### src/rtl/fsd_pkg.sv
package fsd_pkg;
    typedef enum logic [1:0] {
        ST_RUN     = 2'd0,
        ST_HOLD    = 2'd1,
        ST_RECOVER = 2'd2,
        ST_EXTSD   = 2'd3
    } fsd_state_e;
endpackage

### src/rtl/fsd_sync.sv
module fsd_sync #(
    parameter int W = 2
) (
    input  logic         clk,
    input  logic         rst_n,
    input  logic [W-1:0] d,
    output logic [W-1:0] q
);
    genvar gi;
    generate
        for (gi = 0; gi < W; gi++) begin : g_bit
            logic s1, s2;
            always_ff @(posedge clk or negedge rst_n) begin
                if (!rst_n) begin
                    s1 <= 1'b0;
                    s2 <= 1'b0;
                end else begin
                    s1 <= d[gi];
                    s2 <= s1;
                end
            end
            assign q[gi] = s2;
        end
    endgenerate
endmodule

### src/rtl/fsd_hold_timer.sv
module fsd_hold_timer #(
    parameter int CLR_CYC = 27500
) (
    input  logic clk,
    input  logic rst_n,
    input  logic in_hold,
    output logic done
);
    localparam int CW = (CLR_CYC > 1) ? $clog2(CLR_CYC) : 1;
    localparam logic [CW-1:0] LAST = CW'(CLR_CYC - 1);

    logic [CW-1:0] cnt;

    assign done = (cnt == LAST);

    always_ff @(posedge clk or negedge rst_n) begin
        if (!rst_n)
            cnt <= '0;
        else if (!in_hold)
            cnt <= '0;
        else if (!done)
            cnt <= cnt + 1'b1;
    end
endmodule

### src/rtl/fsd_ctrl_fsm.sv
module fsd_ctrl_fsm
    import fsd_pkg::*;
(
    input  logic       clk,
    input  logic       rst_n,
    input  logic       flt_any,
    input  logic       pin_hi_s,
    input  logic       pin_lo_s,
    input  logic       hold_done,
    input  logic       gate_cmd,
    input  logic       gate_low,
    output fsd_state_e state,
    output logic       drv_en,
    output logic       soft_off_en,
    output logic       pull_dn_en,
    output logic       clamp_en
);
    fsd_state_e nxt;

    always_comb begin
        nxt = state;
        unique case (state)
            ST_RUN:     if (flt_any) nxt = ST_HOLD;
                        else if (pin_lo_s) nxt = ST_EXTSD;
            ST_HOLD:    if (hold_done && !flt_any) nxt = ST_RECOVER;
            ST_RECOVER: if (flt_any) nxt = ST_HOLD;
                        else if (pin_hi_s) nxt = ST_RUN;
            ST_EXTSD:   if (flt_any) nxt = ST_HOLD;
                        else if (pin_hi_s) nxt = ST_RUN;
        endcase
    end

    always_ff @(posedge clk or negedge rst_n) begin
        if (!rst_n)
            state <= ST_RECOVER;
        else
            state <= nxt;
    end

    always_comb begin
        drv_en      = 1'b0;
        soft_off_en = flt_any;
        pull_dn_en  = 1'b0;
        clamp_en    = !gate_cmd && gate_low;
        unique case (state)
            ST_RUN:     drv_en = gate_cmd && !flt_any && !pin_lo_s;
            ST_HOLD: begin
                pull_dn_en  = 1'b1;
                soft_off_en = 1'b1;
            end
            ST_RECOVER: drv_en = 1'b0;
            ST_EXTSD:   drv_en = 1'b0;
        endcase
    end
endmodule

### src/rtl/fault_sd_ctrl.sv
module fault_sd_ctrl
    import fsd_pkg::*;
#(
    parameter int CLR_CYC = 27500
) (
    input  logic clk,
    input  logic rst_n,
    input  logic gate_cmd,
    input  logic uv_flt,
    input  logic oc_flt,
    input  logic dsat_flt,
    input  logic pin_hi_raw,
    input  logic pin_lo_raw,
    input  logic gate_low,
    output logic drv_en,
    output logic soft_off_en,
    output logic pull_dn_en,
    output logic clamp_en
);
    logic       flt_any;
    logic [1:0] pin_s;
    logic       hold_done;
    fsd_state_e state;

    assign flt_any = uv_flt | oc_flt | dsat_flt;

    fsd_sync #(.W(2)) u_pin_sync (
        .clk   (clk),
        .rst_n (rst_n),
        .d     ({pin_lo_raw, pin_hi_raw}),
        .q     (pin_s)
    );

    fsd_hold_timer #(.CLR_CYC(CLR_CYC)) u_timer (
        .clk     (clk),
        .rst_n   (rst_n),
        .in_hold (state == ST_HOLD),
        .done    (hold_done)
    );

    fsd_ctrl_fsm u_fsm (
        .clk         (clk),
        .rst_n       (rst_n),
        .flt_any     (flt_any),
        .pin_hi_s    (pin_s[0]),
        .pin_lo_s    (pin_s[1]),
        .hold_done   (hold_done),
        .gate_cmd    (gate_cmd),
        .gate_low    (gate_low),
        .state       (state),
        .drv_en      (drv_en),
        .soft_off_en (soft_off_en),
        .pull_dn_en  (pull_dn_en),
        .clamp_en    (clamp_en)
    );
endmodule

### config.mk
export PLATFORM = sky130hd
export DESIGN_NAME = fault_sd_ctrl
export DESIGN_NICKNAME = d
export VERILOG_FILES = /design/src/rtl/fsd_pkg.sv /design/src/rtl/fsd_sync.sv /design/src/rtl/fsd_hold_timer.sv /design/src/rtl/fsd_ctrl_fsm.sv /design/src/rtl/fault_sd_ctrl.sv
export SDC_FILE = /design/constraint.sdc
export NUM_CORES = 1
export LEC_CHECK = 0
export CORE_MARGIN = 2
export CORE_UTILIZATION = 25
export CTS_CLUSTER_SIZE = 28
export DETAILED_ROUTE_END_ITERATION = 10
export GPL_TIMING_DRIVEN = 0
export RECOVER_POWER = 100
export SLEW_MARGIN = 40
export SYNTH_ARGS = -nofsm -noshare
export SYNTH_HDL_FRONTEND = slang
export SYNTH_SLANG_ARGS = --single-unit
export TNS_END_PERCENT = 5
### constraint.sdc
create_clock -name clk -period 1.62 [get_ports clk]
set_input_delay 0.324 -clock clk [delete_from_list [all_inputs] [get_ports clk]]
set_output_delay 0.324 -clock clk [all_outputs]
set_load 0.01 [all_outputs]
After elaboration in Yosys (flattened, before gate mapping)
Index checks and enable logic that the tools add are counted.

word-level totals
  bits in registers = 21
  latch bits = 0
  RAM bits = 0
  bits in read-only memories = 0
  bits of input ports = 9
  output and inout bits = 4
  logic and storage cells = 38
  memories kept = 0

operators by class
  add/subtract/negate cells = 1
  $mul = 0
  divide/modulo/power cells = 0
  order comparisons = 0
  equality and inequality tests = 8
  shifts and indexed selects = 0
  muxes and demuxes = 11
  bitwise logic cells = 2
  reduce and logical (&&, ||, !) cells = 10

operator list
  kind                                                             count
  15-bit 2-to-1 mux                                                2
  15-bit by 1-bit adder with 15-bit output, second input constant  1
  15-bit == test, second input constant                            1
  2-bit 2-to-1 mux                                                 5
  2-bit one-hot mux with 3 select lines                            1
  2-bit == test, second input constant                             2
  1-bit logical AND                                                4
  1-bit zero test                                                  3
  1-bit 2-to-1 mux                                                 3
  3-bit by 1-bit != test with 1-bit output, second input constant  1
  3-bit by 2-bit != test with 1-bit output, second input constant  1
  3-bit AND reduction                                              1
  2-bit by 1-bit == test with 1-bit output, second input constant  1
  2-bit zero test                                                  1
  2-bit by 1-bit != test with 1-bit output, second input constant  1
  2-bit != test, second input constant                             1
  1-bit bitwise OR                                                 2
  2-bit OR reduction                                               1

Logic depth before layout (Yosys ltp)
  depth after elaboration = 6
  mapped depth = 5
  mapped depth without buffers = 4

By module
From an unflattened synthesis, not the netlist that was laid out.

second synthesis, totals
  cells, all modules = 97
  area total of the unflattened synthesis = 1053.5 um^2

modules (own cells, without submodules)
  module          instances  cells each  area each (um^2)  sequential area each (um^2)
  fsd_hold_timer  1          76          798.3             375.4
  fsd_ctrl_fsm    1          13          127.6             51.3
  fsd_sync        1          6           115.1             100.1
  fault_sd_ctrl   1          2           12.5              0.0

Least setup slack after synthesis
Ideal clock, no wire load.

  kind = register to register
  start point = reg u_timer.cnt[0]
  end point = reg u_timer.cnt[0]
  arrival time = 1.359 ns
  data required time = 1.541 ns
  setup slack = 0.182 ns
  stages on the path, launching flop included = 5
  buffers on the path = 0
  period minus slack after synthesis = 1.438 ns
  path through = dfrtp_1 ha_1 nand4b_1 nor4_4 mux2i_1

between the ends
  longest elaborated chain between the ends = 3
  elaborated cells between the ends (all ways) = 5
  those cells by class = add/sub (1); eq/ne (2); mux (2)

ends and longest elaborated chain
  item                                      line                  source
  start: declaration                        fsd_hold_timer.sv:12  logic [CW-1:0] cnt;
  start signal: assignment                  fsd_hold_timer.sv:22  cnt <= cnt + 1'b1;
  15-bit by 1-bit adder with 15-bit output  fsd_hold_timer.sv:22
  15-bit 2-to-1 mux                         fsd_hold_timer.sv:21  else if (!done)
  15-bit 2-to-1 mux                         fsd_hold_timer.sv:19  else if (!in_hold)

Several ways; a longest one is shown, not always the timed one. The select of a mux whose other input is x is not followed.
A chain may end at the register's enable or synchronous reset.

Worst setup path in the final report
  start point = reg u_fsm.state[1]
  end point = out soft_off_en

between the ends
  longest elaborated chain between the ends = 2

ends and longest elaborated chain
  item                                      line                 source
  start: declaration                        fsd_ctrl_fsm.sv:12   output fsd_state_e state,
  start signal: assignment                  fsd_ctrl_fsm.sv:37   state <= nxt;
  2-bit by 1-bit == test with 1-bit output  fsd_ctrl_fsm.sv:45   unique case (state)
  1-bit 2-to-1 mux                          fsd_ctrl_fsm.sv:45
  end: declaration                          fault_sd_ctrl.sv:16  output logic soft_off_en,

No other way between the ends.

==> flow_summary_export.csv <==
group,metric,value,unit
floorplan,die_h,70.0,um
power_and_ir_drop,peak_supply_drop,0.000345,V
floorplan,die_width,70.0,um
synthesis,mappedNetlistArea,0.00109,mm2
synthesis,synth.distinct_cells,36,
worst_setup_path,timing.setup.critical_path_class,"reg -> out",
route,drt_pre_antenna_iters,4,
global_route,track_usage,0.105,
synthesis,cells_after_synthesis,104,
route,topRoutingLayerUsed,"met4",
route,detail_route.wirelength,2390,um
synthesis,flops_latches_synth,21,
timing,final.setup.tns,0,ns
global_route,first_global_vias,877,
worst_setup_path,worst-endpoint-required,1.30,ns
timing,timing.final.setup_violations,0,
floorplan,die_area,0.00489,mm2
timing,max_slew.worst_pin.slew,1.15,ns
clock_tree,tritoncts,"done",
timing,final_period_minus_worst_setup_slack,1.57,ns
cells_and_area,post_route_cells_drive_above_1_share,0.211,
global_route,grt_max_degree,22,
floorplan,ios,13,
worst_setup_path,crit_path_start,"u_fsm.state[1]",
worst_hold_path,holdCritPathClass,"in -> async",
clock_tree,postCtsHoldBufs,0,
global_route,antenna_found_initial,0,
cells_and_area,num_antenna_cells,0,
worst_setup_path,worst_path_max_delay_cell,"sky130_fd_sc_hd__dfstp_2",
worst_setup_path,critPathMaxFanout,4,
worst_setup_path,critical_path.cell_chain,"nand2b_4, buf_6, nand2_2, buf_6",
synthesis,ys_top_cells_by_area,"sky130_fd_sc_hd__dfrtp_1 46%, sky130_fd_sc_hd__mux2i_1 4.6%, sky130_fd_sc_hd__nand2_1 4.1%",
timing,finalHoldViolCount,0,
flow_run,cap_viol_max_count,0,
cells_and_area,fin_area,0.00137,mm2
cells_and_area,area_growth_syn_to_layout,26.4,%
place,place_hpwl,1670,um
place,globalplace.congestion,0.694,
route,ant_nets,0,
power_and_ir_drop,power,0.914,mW
synthesis,avgSynthCellArea,10.5,um2
synthesis,edff_count_synth,0,
cells_and_area,most-common-layout-cells,"18 x sky130_fd_sc_hd__dfrtp_1, 11 x sky130_fd_sc_hd__nand2_1, 6 x sky130_fd_sc_hd__a21oi_1",
clock_tree,tritoncts_num_sinks,21,
timing,maxSlewViolCount,0,
clock_tree,cts.htree.levels,1,
route,wl_met1,1100,um
worst_setup_path,worst_path_arrival,1.24,ns
global_route,global_route_wire_length_before_repair,4110,um
clock_tree,latest_clock_arrival_within_the_worst_skew_pair,0.26,ns
worst_setup_path,worst_setup_path_end_kind,"output pin",
clock_tree,cts_buffers,3,
floorplan,core,0.00409,mm2
timing,clock_skew,0.00370,ns
clock_tree,clockBufferDepth,2,
synthesis,synth-async-reset-ratio,1.00,
clock_tree,root_buf_cell,"sky130_fd_sc_hd__clkbuf_8",
place,placed_area,0.00126,mm2
worst_setup_path,critPathTopFamily,"flip-flops",
clock_tree,path_clk_slew,0.07,ns
worst_setup_path,worst_path_largest_cell_delay,0.57,ns
timing,slew_headroom,0.232,
place,placedCellCount,166,
floorplan,row_count,23,
place,io_buffers,12,
floorplan,initial_core_util,0.266,
cells_and_area,final_common_cell,"sky130_fd_sc_hd__dfrtp_1",
synthesis,synth_sequential_area_ratio,0.484,
worst_setup_path,category_of_the_worst_setup_path_launch_point,"register",
route,post_drt_via_cell_ratio,4.94,
power_and_ir_drop,pleak,0.528,nW
outcome,outcome,"finished clean",
route,detail_route.iter0.violations,16,
global_route,grt.overflow.total,0,
power_and_ir_drop,pwr_density_cell,665,mW/mm2
worst_setup_path,crit_path_frequent_cell,"sky130_fd_sc_hd__buf_6",
place,detailedPlace.worstSlack,-0.682,ns
synthesis,synth_fp_nets,114,
route,detail_route.wl_per_cell,13.8,um
cells_and_area,design.final.nets,134,
synthesis,netlist.top_cell.by_area,"sky130_fd_sc_hd__dfrtp_1",
timing,timing.final.ws_setup,0.0520,ns
synthesis,yosys_warnings,0,
cells_and_area,final_core_util,0.336,
timing,holdWs,0.270,ns
timing,clock.fmax,638,MHz
worst_setup_path,path_buf_inv,2,
route,drt_drc,0,
cells_and_area,final_cell_count_no_fill,173,
synthesis,synth_top_cell_area_share,0.460,
synthesis,postSynth.topFlopCell,"sky130_fd_sc_hd__dfrtp_1",
timing,final.period_utilization,0.968,
timing,rsz0062_at_grt,"true",
worst_setup_path,r2r-start,"u_timer.cnt[0]",
route,detailroute.wirelength.met2,1190,um
route,metal3_wl,43,um
route,num_vias,855,
[area by class of cell]
class	instances	area (um2)
fill	427	2710
inverter	5	22.5
multi-input combinational	75	558
timing repair buffer	16	134
clock buffer	4	45.0
sequential	21	529
tap	50	62.6
buffer	2	22.5
[registers in the layout, summed over array words and instances, names as in the netlist]
name / count
u_timer.cnt: 15
u_fsm.state: 2
u_pin_sync.g_bit.s1: 2
u_pin_sync.g_bit.s2: 2
[power by group]
part	internal (mW)	switching (mW)	total (mW)
clock network	0.175	0.169	0.345
logic	0.0188	0.0191	0.0379
registers	0.529	0.00229	0.531
[final timing paths]
path                                     endpoint  slack [ns]  cells past startpoint
min in group clk           u_pin_sync.g_bit[1].s2        0.35                      0
max in group asynchronous          u_timer.cnt[1]        0.59                      1
max                                   soft_off_en        0.05                      4
min                        u_pin_sync.g_bit[0].s1        0.27                      1
min reg2reg                u_pin_sync.g_bit[1].s2        0.35                      0
max reg2reg                        u_timer.cnt[0]        0.08                      4
[routing by layer]
metal / up-vias / global-route usage
met4: 0 / 0.0449
met5: - / 0
li1: 418 / -
met2: 11 / 0.176
met3: 5 / 0.0130
met1: 421 / 0.135
[repair_timing]
action / in CTS / in global routing
pin swaps: 2 / 0
gates resized for setup: 21 / 8
setup buffers: 4 / 0
endpoints found under the hold margin: 0 / 0
setup endpoints to repair: 9 / 12
[kinds of logic (layout without fill, tap and decap cells)]
group	Yosys count	in the layout	share of synthesized area
and+or+nand+nor	48	48	0.287
buffers and inverters	8	27	0.0414
adders and majority gates	1	1	0.0115
xor gates and xnor gates	2	2	0.0161
muxes	5	5	0.0460
DFF	21	21	0.484
AOI/OAI and AO/OA	19	19	0.114
[synth_stat cells, drive strengths merged (2+ instances only)]
cell and instances:
a21oi 6, buf 3, nand4 2, nand2b 6
nand2 12, dfrtp 20, nor3 2, nor4 4
nand3 6, or4 4, mux2i 5, inv 5
o21ai 2, o21a 3, or3 2, o31ai 4
a22o 2, nor2 3
Note: power is estimated with default switching activity, not from simulation.
